==> src/rtl/tick_compare.sv <==
module tick_compare #(
  parameter int DW       = 64,
  parameter int SINT_W   = 32,
  parameter int SINT_BIT = 0
) (
  input  logic              clk,
  input  logic              rst_n,
  input  logic              tick_en,
  input  logic              cnt_we,
  input  logic              lim_we,
  input  logic [DW-1:0]     wdata,
  output logic [DW-1:0]     cnt_rdata,
  output logic [DW-1:0]     lim_rdata,
  output logic [SINT_W-1:0] sint_set,
  output logic              wake
);
  localparam int VW = DW - 1;
  localparam logic [SINT_W-1:0] SINT_MASK = {{(SINT_W-1){1'b0}}, 1'b1} << SINT_BIT;

  logic [VW-1:0] count_q, limit_q, count_nx, wval;
  logic npt_q, dis_q, armed_q, late_q;
  logic adv, fire;

  assign wval     = wdata[VW-1:0];
  assign adv      = tick_en & ~cnt_we;
  assign count_nx = cnt_we ? wval : (adv ? count_q + 1'b1 : count_q);
  assign fire     = armed_q & adv & ~lim_we & (late_q | (count_nx == limit_q));

  assign cnt_rdata = {npt_q, count_q};
  assign lim_rdata = {dis_q, limit_q};

  always_ff @(posedge clk) begin
    if (!rst_n) begin
      count_q  <= '0;
      npt_q    <= 1'b1;
      limit_q  <= '0;
      dis_q    <= 1'b1;
      armed_q  <= 1'b0;
      late_q   <= 1'b0;
      sint_set <= '0;
      wake     <= 1'b0;
    end else begin
      count_q <= count_nx;
      if (cnt_we) npt_q <= wdata[DW-1];
      if (lim_we) begin
        limit_q <= wval;
        dis_q   <= wdata[DW-1];
        armed_q <= ~wdata[DW-1] & (|wval);
        late_q  <= wval <= count_nx;
      end else if (fire) begin
        armed_q <= 1'b0;
        late_q  <= 1'b0;
      end
      sint_set <= fire ? SINT_MASK : '0;
      wake     <= fire;
    end
  end
endmodule

==> config.mk <==
export PLATFORM = sky130hd
export DESIGN_NAME = tick_compare
export DESIGN_NICKNAME = d
export VERILOG_FILES = /design/src/rtl/tick_compare.sv
export SDC_FILE = /design/constraint.sdc
export NUM_CORES = 1
export LEC_CHECK = 0
export BUFFER_PORTS_ARGS = -buffer_cell sky130_fd_sc_hd__clkbuf_2
export CAP_MARGIN = 30
export CORE_MARGIN = 5
export CORE_UTILIZATION = 40
export CTS_BUF_LIST = sky130_fd_sc_hd__clkbuf_8
export CTS_CLUSTER_SIZE = 30
export DETAILED_ROUTE_END_ITERATION = 10
export SLEW_MARGIN = 20
export SYNTH_ARGS = -nofsm -noshare
export SYNTH_HDL_FRONTEND = slang
export SYNTH_SLANG_ARGS = --single-unit
==> constraint.sdc <==
create_clock -name clk -period 6.9 [get_ports clk]
set_input_delay 1.035 -clock clk [delete_from_list [all_inputs] [get_ports clk]]
set_output_delay 1.035 -clock clk [all_outputs]
set_load 0.01 [all_outputs]
* Word level (Yosys, flattened, before mapping)
Index checks and enable logic that the tools add are counted. W data, S select, Z words.
Cells by class: add/subtract/negate cells 1, order comparisons 1, eq/ne operators 1, multiplexer cells 6, bitwise logic cells 9, reductions and logical operators 2
Operators by type and width (number):
- $mux W63 | 2
- $add A63 B1 Y63 const B | 1
- $eq A63 B63 Y1 | 1
- $le A63 B63 Y1 | 1
- $reduce_or A63 Y1 | 1
- $and A1 B1 Y1 | 5
- $mux W1 | 4
- $not A1 Y1 | 3
- $reduce_bool A2 Y1 | 1
- $or A1 B1 Y1 | 1
Word-level totals: flip-flop bits (word level) 163, input port bits 69, output and inout port bits 161, logic and storage cells 28

* Depth between registers and ports, before layout
Gate-level depths: netlist of the first run.
depth after elaboration 9, depth in mapped cells 21, gate-level depth less buffers 19

* Worst setup path before layout of the first run
OpenSTA, ideal clock, no wires.
path kind input port to flip-flop, from input port cnt_we, to register late_q, library setup time 0.059 ns, data arrival time 4.799 ns, required time 6.841 ns, setup slack 2.042 ns, cell stages on the path 18, buffers on the path 6, cell sequence clkbuf_8 inv_1 clkbuf_1 clkbuf_1 buf_1 clkbuf_1 buf_1 mux2i_1 ha_1 a21o_1 a21o_1 a21o_1 a21oi_1 o21ai_0 a211oi_1 o31ai_1 a21oi_1 o221a_2
On the way: cells in the longest elaborated chain, start to end 8, elaborated cells on any way between the ends 12, classes of those cells order compare: 1; eq/ne: 1; mux: 3; bitwise: 6; reduce/logical: 1
Ends and longest elaborated chain:
- start, declared | line 9 | input logic cnt_we,
- branches (longest 8 deep; another with $le A63 B63 Y1)
- end signal, assigned | line 49 | late_q <= wval <= count_nx;
- end, declared | line 21 | logic npt_q, dis_q, armed_q, late_q;
Parallel ways; which one is timed is not known. A chain may end at the register's enable or synchronous reset.

* Worst setup path after layout of the first run
from register count_q[28], to register armed_q
On the way: cells in the longest elaborated chain, start to end 7
Ends and longest elaborated chain:
- start, declared | line 20 | logic [VW-1:0] count_q, limit_q, count_nx, wval;
- start signal, assigned | line 43 | count_q <= count_nx;
- $add A63 B1 Y63 | line 26 | assign count_nx = cnt_we ? wval : (adv ? count_q + 1'b1 : count_q);
- $mux W63 * (2 in series) | line 26
- $eq A63 B63 Y1 * | line 27 | assign fire = armed_q & adv & ~lim_we & (late_q | (count_nx == limit_q));
- $or A1 B1 Y1 * | line 27
- $and A1 B1 Y1 * | line 27
- $reduce_bool A2 Y1 (no line) *
- end signal, assigned | line 48 | armed_q <= ~wdata[DW-1] & (|wval);
- end, declared | line 21
Mark *: on every way between the ends. The rest lies on a longest branch, timed or not.

==> results of run 1 <==
==> cell usage after synthesis, types with 5 or more instances <==
cell	number	share of area, %
o22ai_1	5	0.30
o31ai_1	6	0.43
clkbuf_8	10	1.3
a21o_1	29	2.1
nand4_1	61	3.6
nor2b_1	9	0.54
o2111ai_1	9	0.75
nor4b_1	5	0.42
buf_4	36	2.6
o21ai_0	25	1.2
buf_1	9	0.32
buf_2	10	0.48
mux2i_1	96	9.1
dfxtp_1	131	25
o21a_1	6	0.43
clkbuf_1	34	1.2
a211oi_1	8	0.57
nor3b_1	7	0.50
nand3_1	53	2.5
nor3_1	29	1.4
nand2_1	56	2.0
ha_1	64	7.6
or3_1	7	0.42
and4_1	13	1.1
xnor2_1	58	4.8
nor2_1	204	7.3
nor4_1	45	2.7
o311ai_0	5	0.42
and2_1	7	0.42
inv_1	24	0.86
nand2b_1	19	1.1
or4_1	9	0.64
and3_1	13	0.77
xor2_1	50	4.2
a21oi_1	49	2.3
a221oi_1	6	0.50
a41oi_1	5	0.42
mux2_2	8	0.86
==> flip-flops by register name, summed over array words and instances, names as in the netlist <==
register,count
count_q,63
limit_q,63
armed_q,1
dis_q,1
late_q,1
npt_q,1
wake,1
==> cells in the final DEF, fill, tap and decap left out, drive strengths merged, types with 14 or more instances in the layout <==
cell type | synthesis | final
nor2 | 204 | 204
ha | 64 | 64
nand2b | 19 | 19
mux2i | 96 | 96
clkbuf | 48 | 213
and3 | 14 | 14
a21o | 29 | 29
conb | 1 | 31
nand4 | 64 | 64
and4 | 14 | 14
inv | 25 | 30
nor3 | 31 | 31
dfxtp | 131 | 131
nand2 | 56 | 56
xor2 | 50 | 50
nand3 | 55 | 55
buf | 55 | 17
nor4 | 49 | 49
xnor2 | 58 | 58
o21ai | 25 | 25
a21oi | 49 | 49
==> tightest hold or removal path, cell delays in order (launching register included) <==
cell and delay (ps):
dfxtp_1 340, mux2i_1 60, nand2_1 60
==> path summary, 6_finish.rpt <==
check	from	slack, ps	to	cells after the start
max reg2reg	count_q[28]$_SDFF_PN0_	1830	armed_q$_SDFFE_PN0P_	9
max	count_q[28]$_SDFF_PN0_	1830	armed_q$_SDFFE_PN0P_	9
min reg2reg	dis_q$_SDFFE_PN1P_	480	dis_q$_SDFFE_PN1P_	2
min	dis_q$_SDFFE_PN1P_	480	dis_q$_SDFFE_PN1P_	2
==> area by class of cell <==
class / count / share of cell area [%]
well taps: 335 / 3.53
clock buffers: 17 / 1.97
multi-input cells: 1068 / 61.0
inverters: 25 / 0.801
clock inverters: 15 / 1.14
repair buffers: 213 / 9.43
flip-flops and latches: 131 / 22.1
==> power by group <==
part           internal [µW]  switching (µW)
registers                802            96.6
clock network            287             373
logic                    209             322
total                   1300             792
==> per-layer routing <==
layer	track usage, %	routed length, µm	up-vias	share of wire (%)
li1	-	-	5016	-
met1	44.5	21000	5249	45
met2	49.6	21300	559	45
met3	3.91	3320	70	7.1
met4	7.83	1190	0	2.6
met5	0	0	-	0
==> per-stage QoR <==
step	cells	setup slack, ps
4_1_cts	1803	1940
3_3_place_gp	1770	1560
5_1_grt	1804	1570
2_1_floorplan	1328	2040
3_5_place_dp	1771	1480
6_report	1804	1830
==> cell families after synthesis <==
family	Yosys count	share of synthesized area, %
multiplexers	104	9.99
XOR/XNOR	108	8.99
AND/OR/NAND/NOR	567	28.3
AO/OA/AOI/OAI	194	12.8
flip-flops	131	24.9
other	1	0.0357
adder cells (fa/ha/maj)	64	7.61
buffers and inverters	129	7.28
==> flow_summary.yaml, run 1 <==
clock_tree:
  ctsHtreeMaxLevel: 4
  cts_resized: 0
  cts_buffers: 17
  cts_tree: "yes"
  post-cts-setup-buffers: 0
  cts.sinks: 131
  cts_hold_buf: 0
  cts_buffer_depth: 2
  clk_pin_slew_worst_paths_ps: 90
  insertion_delay_ps: 490
  cts_root_buf: "clkbuf_8"
drt:
  vias_per_cell: 6.04
  first_pass_iters: 5
  drtIter0Drc: 1044
  postRouteAntennaNets: 0
  route.detailed.drc: 0
  vias: 10900
  wl_um: 46800
  wire_per_inst_um: 26.0
critical_path:
  crit_chain: "nand4_1 -> nor4_1 -> nand4_1 -> a221oi_1 -> o2111ai_1 -> or4_1 -> or4_1 -> nor4_1 -> o21ai_0"
  path_buf_inv: 0
  crit_required_ps: 7250
  critPathKind: "reg -> reg"
  crit_path_end_kind: "flip-flop"
  crit_path_max_fanout: 17
  cpLargestDelayFamily: "simple AND/OR/NAND/NOR gates"
  cp_data_arrival_time_ps: 5420
  worst_setup_path_start_kind: "flip-flop"
  max_stage_delay_ps: 800
  critPathSlowestCell: "dfxtp_1"
placement:
  io_buffers: 198
  dp_hpwl_um: 37300
  gp_congestion: 0.984
  post_dp_cell_area_um2: 11500
timing:
  slew_headroom_pct: 30.4
  layout_worst_path_cycle_share_pct: 73.5
  worstMarginPinSlew_ps: 1030
  period_minus_slack_ps: 5070
  timing.hold.ws_ps: 482
  finalSetupViolCount: 0
  maxSlewViolCount: 0
  fin_setup_tns_ps: 0
  timing.fmax_mhz: 197
  rsz0062_at_grt: "no"
  clock-skew-final_ps: 16.7
  timing.final.hold_violations: 0
floorplan:
  die_h_um: 172
  start_util_pct: 40.5
  rows: 59
  die_x_um: 172
  die_area_um2: 29600
  coreArea_um2: 26000
  ios: 230
hold_path:
  hp-class: "reg -> reg"
power_and_ir_drop:
  power_uw: 2090
  p_leak_uw: 0.00513
  power.density_nw_per_um2: 176
  ir_worst_vdd_mv: 0.0907
synthesis:
  synth_seq_area_share_pct: 24.9
  async_reset_ff_share_pct: 0
  synthesis.area_um2: 10500
  synthFlopType: "dfxtp_1"
  synth_edf_count: 0
  syn_inst: 1298
  ys_seq_elements: 131
  synth_cell_types: 80
  yosysWarnings: 0
  syn_avg_cell_area_um2: 8.10
flow_run:
  maxCapViolations: 0
layout:
  finalInstanceArea_um2: 11900
  syn_to_final_growth_pct: 12.8
  nNetsFinal: 1589
  final_util_pct: 45.7
  layout-drive-gt1-share_pct: 19.2
  multi_input_area_um2: 7240
  seq_area_um2: 2620
  antenna-diode-count: 0
  fillerInstances: 2687
grt:
  grt.overflow.total: 0
  grt_pass1_wl_um: 68600
  groute.usage.overall_pct: 31.0
  antenna_found_initial: 0
  grt_pass1_vias: 10200
  grt_max_degree: 64
outcome:
  outcome: "completed"
Power figures use the tool's default switching activity.
==> run 2: changes to the inputs <==
==> constraint.sdc (replaced) <==
create_clock -name clk -period 4.75 [get_ports clk]
set_input_delay 0.7125 -clock clk [delete_from_list [all_inputs] [get_ports clk]]
set_output_delay 0.7125 -clock clk [all_outputs]
set_load 0.01 [all_outputs]
==> run 2 against run 1 <==
Clock skew down 1.5 ps; core utilization up 3.0 points; register-to-register slack worse by 1600 ps; first-iteration DRC count up 2.8%; clock power up 82%; critical path depth up 2; critical endpoint unchanged.
==> flow_summary.yaml, run 2 (synthesis results as in run 1) <==
timing:
  maxSlewViolCount: 0
  fin_setup_tns_ps: 0
  period_minus_slack_ps: 4530
  rsz0062_at_grt: "no"
  setup_slack_ps: 223
  finalSetupViolCount: 0
  worstMarginPinSlew_ps: 813
  timing.fmax_mhz: 221
  layout_worst_path_cycle_share_pct: 95.3
  timing.hold.ws_ps: 485
  timing.final.hold_violations: 0
  clock-skew-final_ps: 15.2
  slew_headroom_pct: 45.3
hold_path:
  hp-class: "reg -> reg"
  holdPathEnd: "npt_q$_SDFFE_PN1P_"
  holdPathStages: 2
  worstHoldStart: "npt_q$_SDFFE_PN1P_"
layout:
  most-common-layout-cells: "nor2_1, clkbuf_2, dfxtp_1"
  antenna-diode-count: 0
  nNetsFinal: 1678
  syn_to_final_growth_pct: 20.2
  final_common_cell: "nor2_1"
  reg_top3: "count_q: 63 flops, limit_q: 63 flops"
  layout-drive-gt1-share_pct: 23.9
  finalInstanceArea_um2: 12600
drt:
  first_pass_iters: 5
  drtIter0Drc: 1073
  vias: 11400
  vias_per_cell: 6.00
  route.detailed.drc: 0
  wl_um: 48800
  wire_per_inst_um: 25.8
  postRouteAntennaNets: 0
power_and_ir_drop:
  p_leak_uw: 0.00561
  ir_worst_vdd_mv: 0.154
  power_uw: 3320
  power.density_nw_per_um2: 263
placement:
  post_dp_cell_area_um2: 12200
  gp_congestion: 1.01
  post-place-ws_ps: 53.7
  io_buffers: 198
  dp_hpwl_um: 39100
critical_path:
  cpLargestDelayFamily: "simple AND/OR/NAND/NOR gates"
  crit_required_ps: 5090
  crit_path_max_fanout: 7
  critPathKind: "reg -> reg"
  worst_setup_path_start_kind: "flip-flop"
  path_buf_inv: 2
  r2r_end: "armed_q$_SDFFE_PN0P_"
  crit_chain: "nand4_1 -> buf_4 -> nor4_1 -> nand4_1 -> buf_4 -> a221oi_1 -> o2111ai_1 -> or4_1 -> or4_1 -> nor4_1 -> o21ai_0"
  max_stage_delay_ps: 610
  r2r_cells: 11
  cp_data_arrival_time_ps: 4870
  r2r_start: "count_q[18]$_SDFF_PN0_"
  crit_path_end_kind: "flip-flop"
  critPathSlowestCell: "nor4_1"
  r2r_setup_slack_ps: 220
grt:
  antenna_found_initial: 0
  grt_pass1_vias: 10800
  grt_max_degree: 67
  grt.overflow.total: 0
  grt_pass1_wl_um: 71700
  groute.usage.overall_pct: 32.4
clock_tree:
  cts_resized: 0
  insertion_delay_ps: 470
  cts_tree: "yes"
  clk_pin_slew_worst_paths_ps: 90
  cts_root_buf: "clkbuf_8"
  cts_buffer_depth: 2
  ctsHtreeMaxLevel: 4
  cts_buffers: 17
  post-cts-setup-buffers: 0
  cts_hold_buf: 0
  cts.sinks: 131
floorplan:
  start_util_pct: 40.5
  die_x_um: 172
  coreArea_um2: 26000
  rows: 59
  ios: 230
  die_area_um2: 29600
  die_h_um: 172
outcome:
  outcome: "completed"
flow_run:
  maxCapViolations: 0
==> run 2: cell count changes in the layout (fill, tap and decap cells not counted), sizes merged <==
cell / delta
clkbuf: +3
bufinv: +4
inv: -4
clkinv: -4
buf: +89
==> run 2: per-layer routing <==
metal	vias up	wire length, µm	global-route usage, %	share of wire [%]
li1	5197	-	-	-
met1	5573	21300	45.1	44
met2	523	22300	51.9	46
met3	63	3760	4.55	7.7
met4	0	1450	10.4	3.0
met5	-	0	0	0
==> run 2: tightest hold or removal path, delay by kind of cell (launching register included) <==
kind	cells	cell delay [ps]
AND/OR/NAND/NOR	1	60
flip-flops	1	340
multiplexers	1	70
==> run 2: worst max-delay path by stage <==
stage | slack, ps | depth (start not counted) | to | startpoint
after global placement | 40 | 13 | armed_q$_SDFFE_PN0P_ | tick_en
after global routing | 90 | 10 | armed_q$_SDFFE_PN0P_ | count_q[3]$_SDFF_PN0_
after detailed placement | 50 | 13 | armed_q$_SDFFE_PN0P_ | tick_en
final | 220 | 11 | armed_q$_SDFFE_PN0P_ | count_q[18]$_SDFF_PN0_
after floorplan | 210 | 18 | late_q$_SDFFE_PN0P_ | cnt_we
after CTS | 300 | 11 | armed_q$_SDFFE_PN0P_ | count_q[7]$_SDFF_PN0_
==> run 2: metrics by stage <==
step / cells / util (%)
floorplan: 1328 / -
global placement: 1861 / 46.8
detailed placement: 1861 / 46.8
CTS: 1892 / 48.7
global route: 1892 / 48.7
finish: 1892 / 48.7
==> run 2: where the power goes <==
part           internal, µW  switching [µW]  total, µW
sequential             1160             113       1280
combinational           333             512        845
clock                   669             532       1200
==> run 2: area by class of cell <==
cell class              count  area [µm²]
flip-flops and latches    131        2620
fillers                  2607       13300
multi-input cells        1068        7240
repair buffers            302        1790
clock buffers              20         275
well taps                 335         419
inverters                  25        95.1
clock inverters            11         199
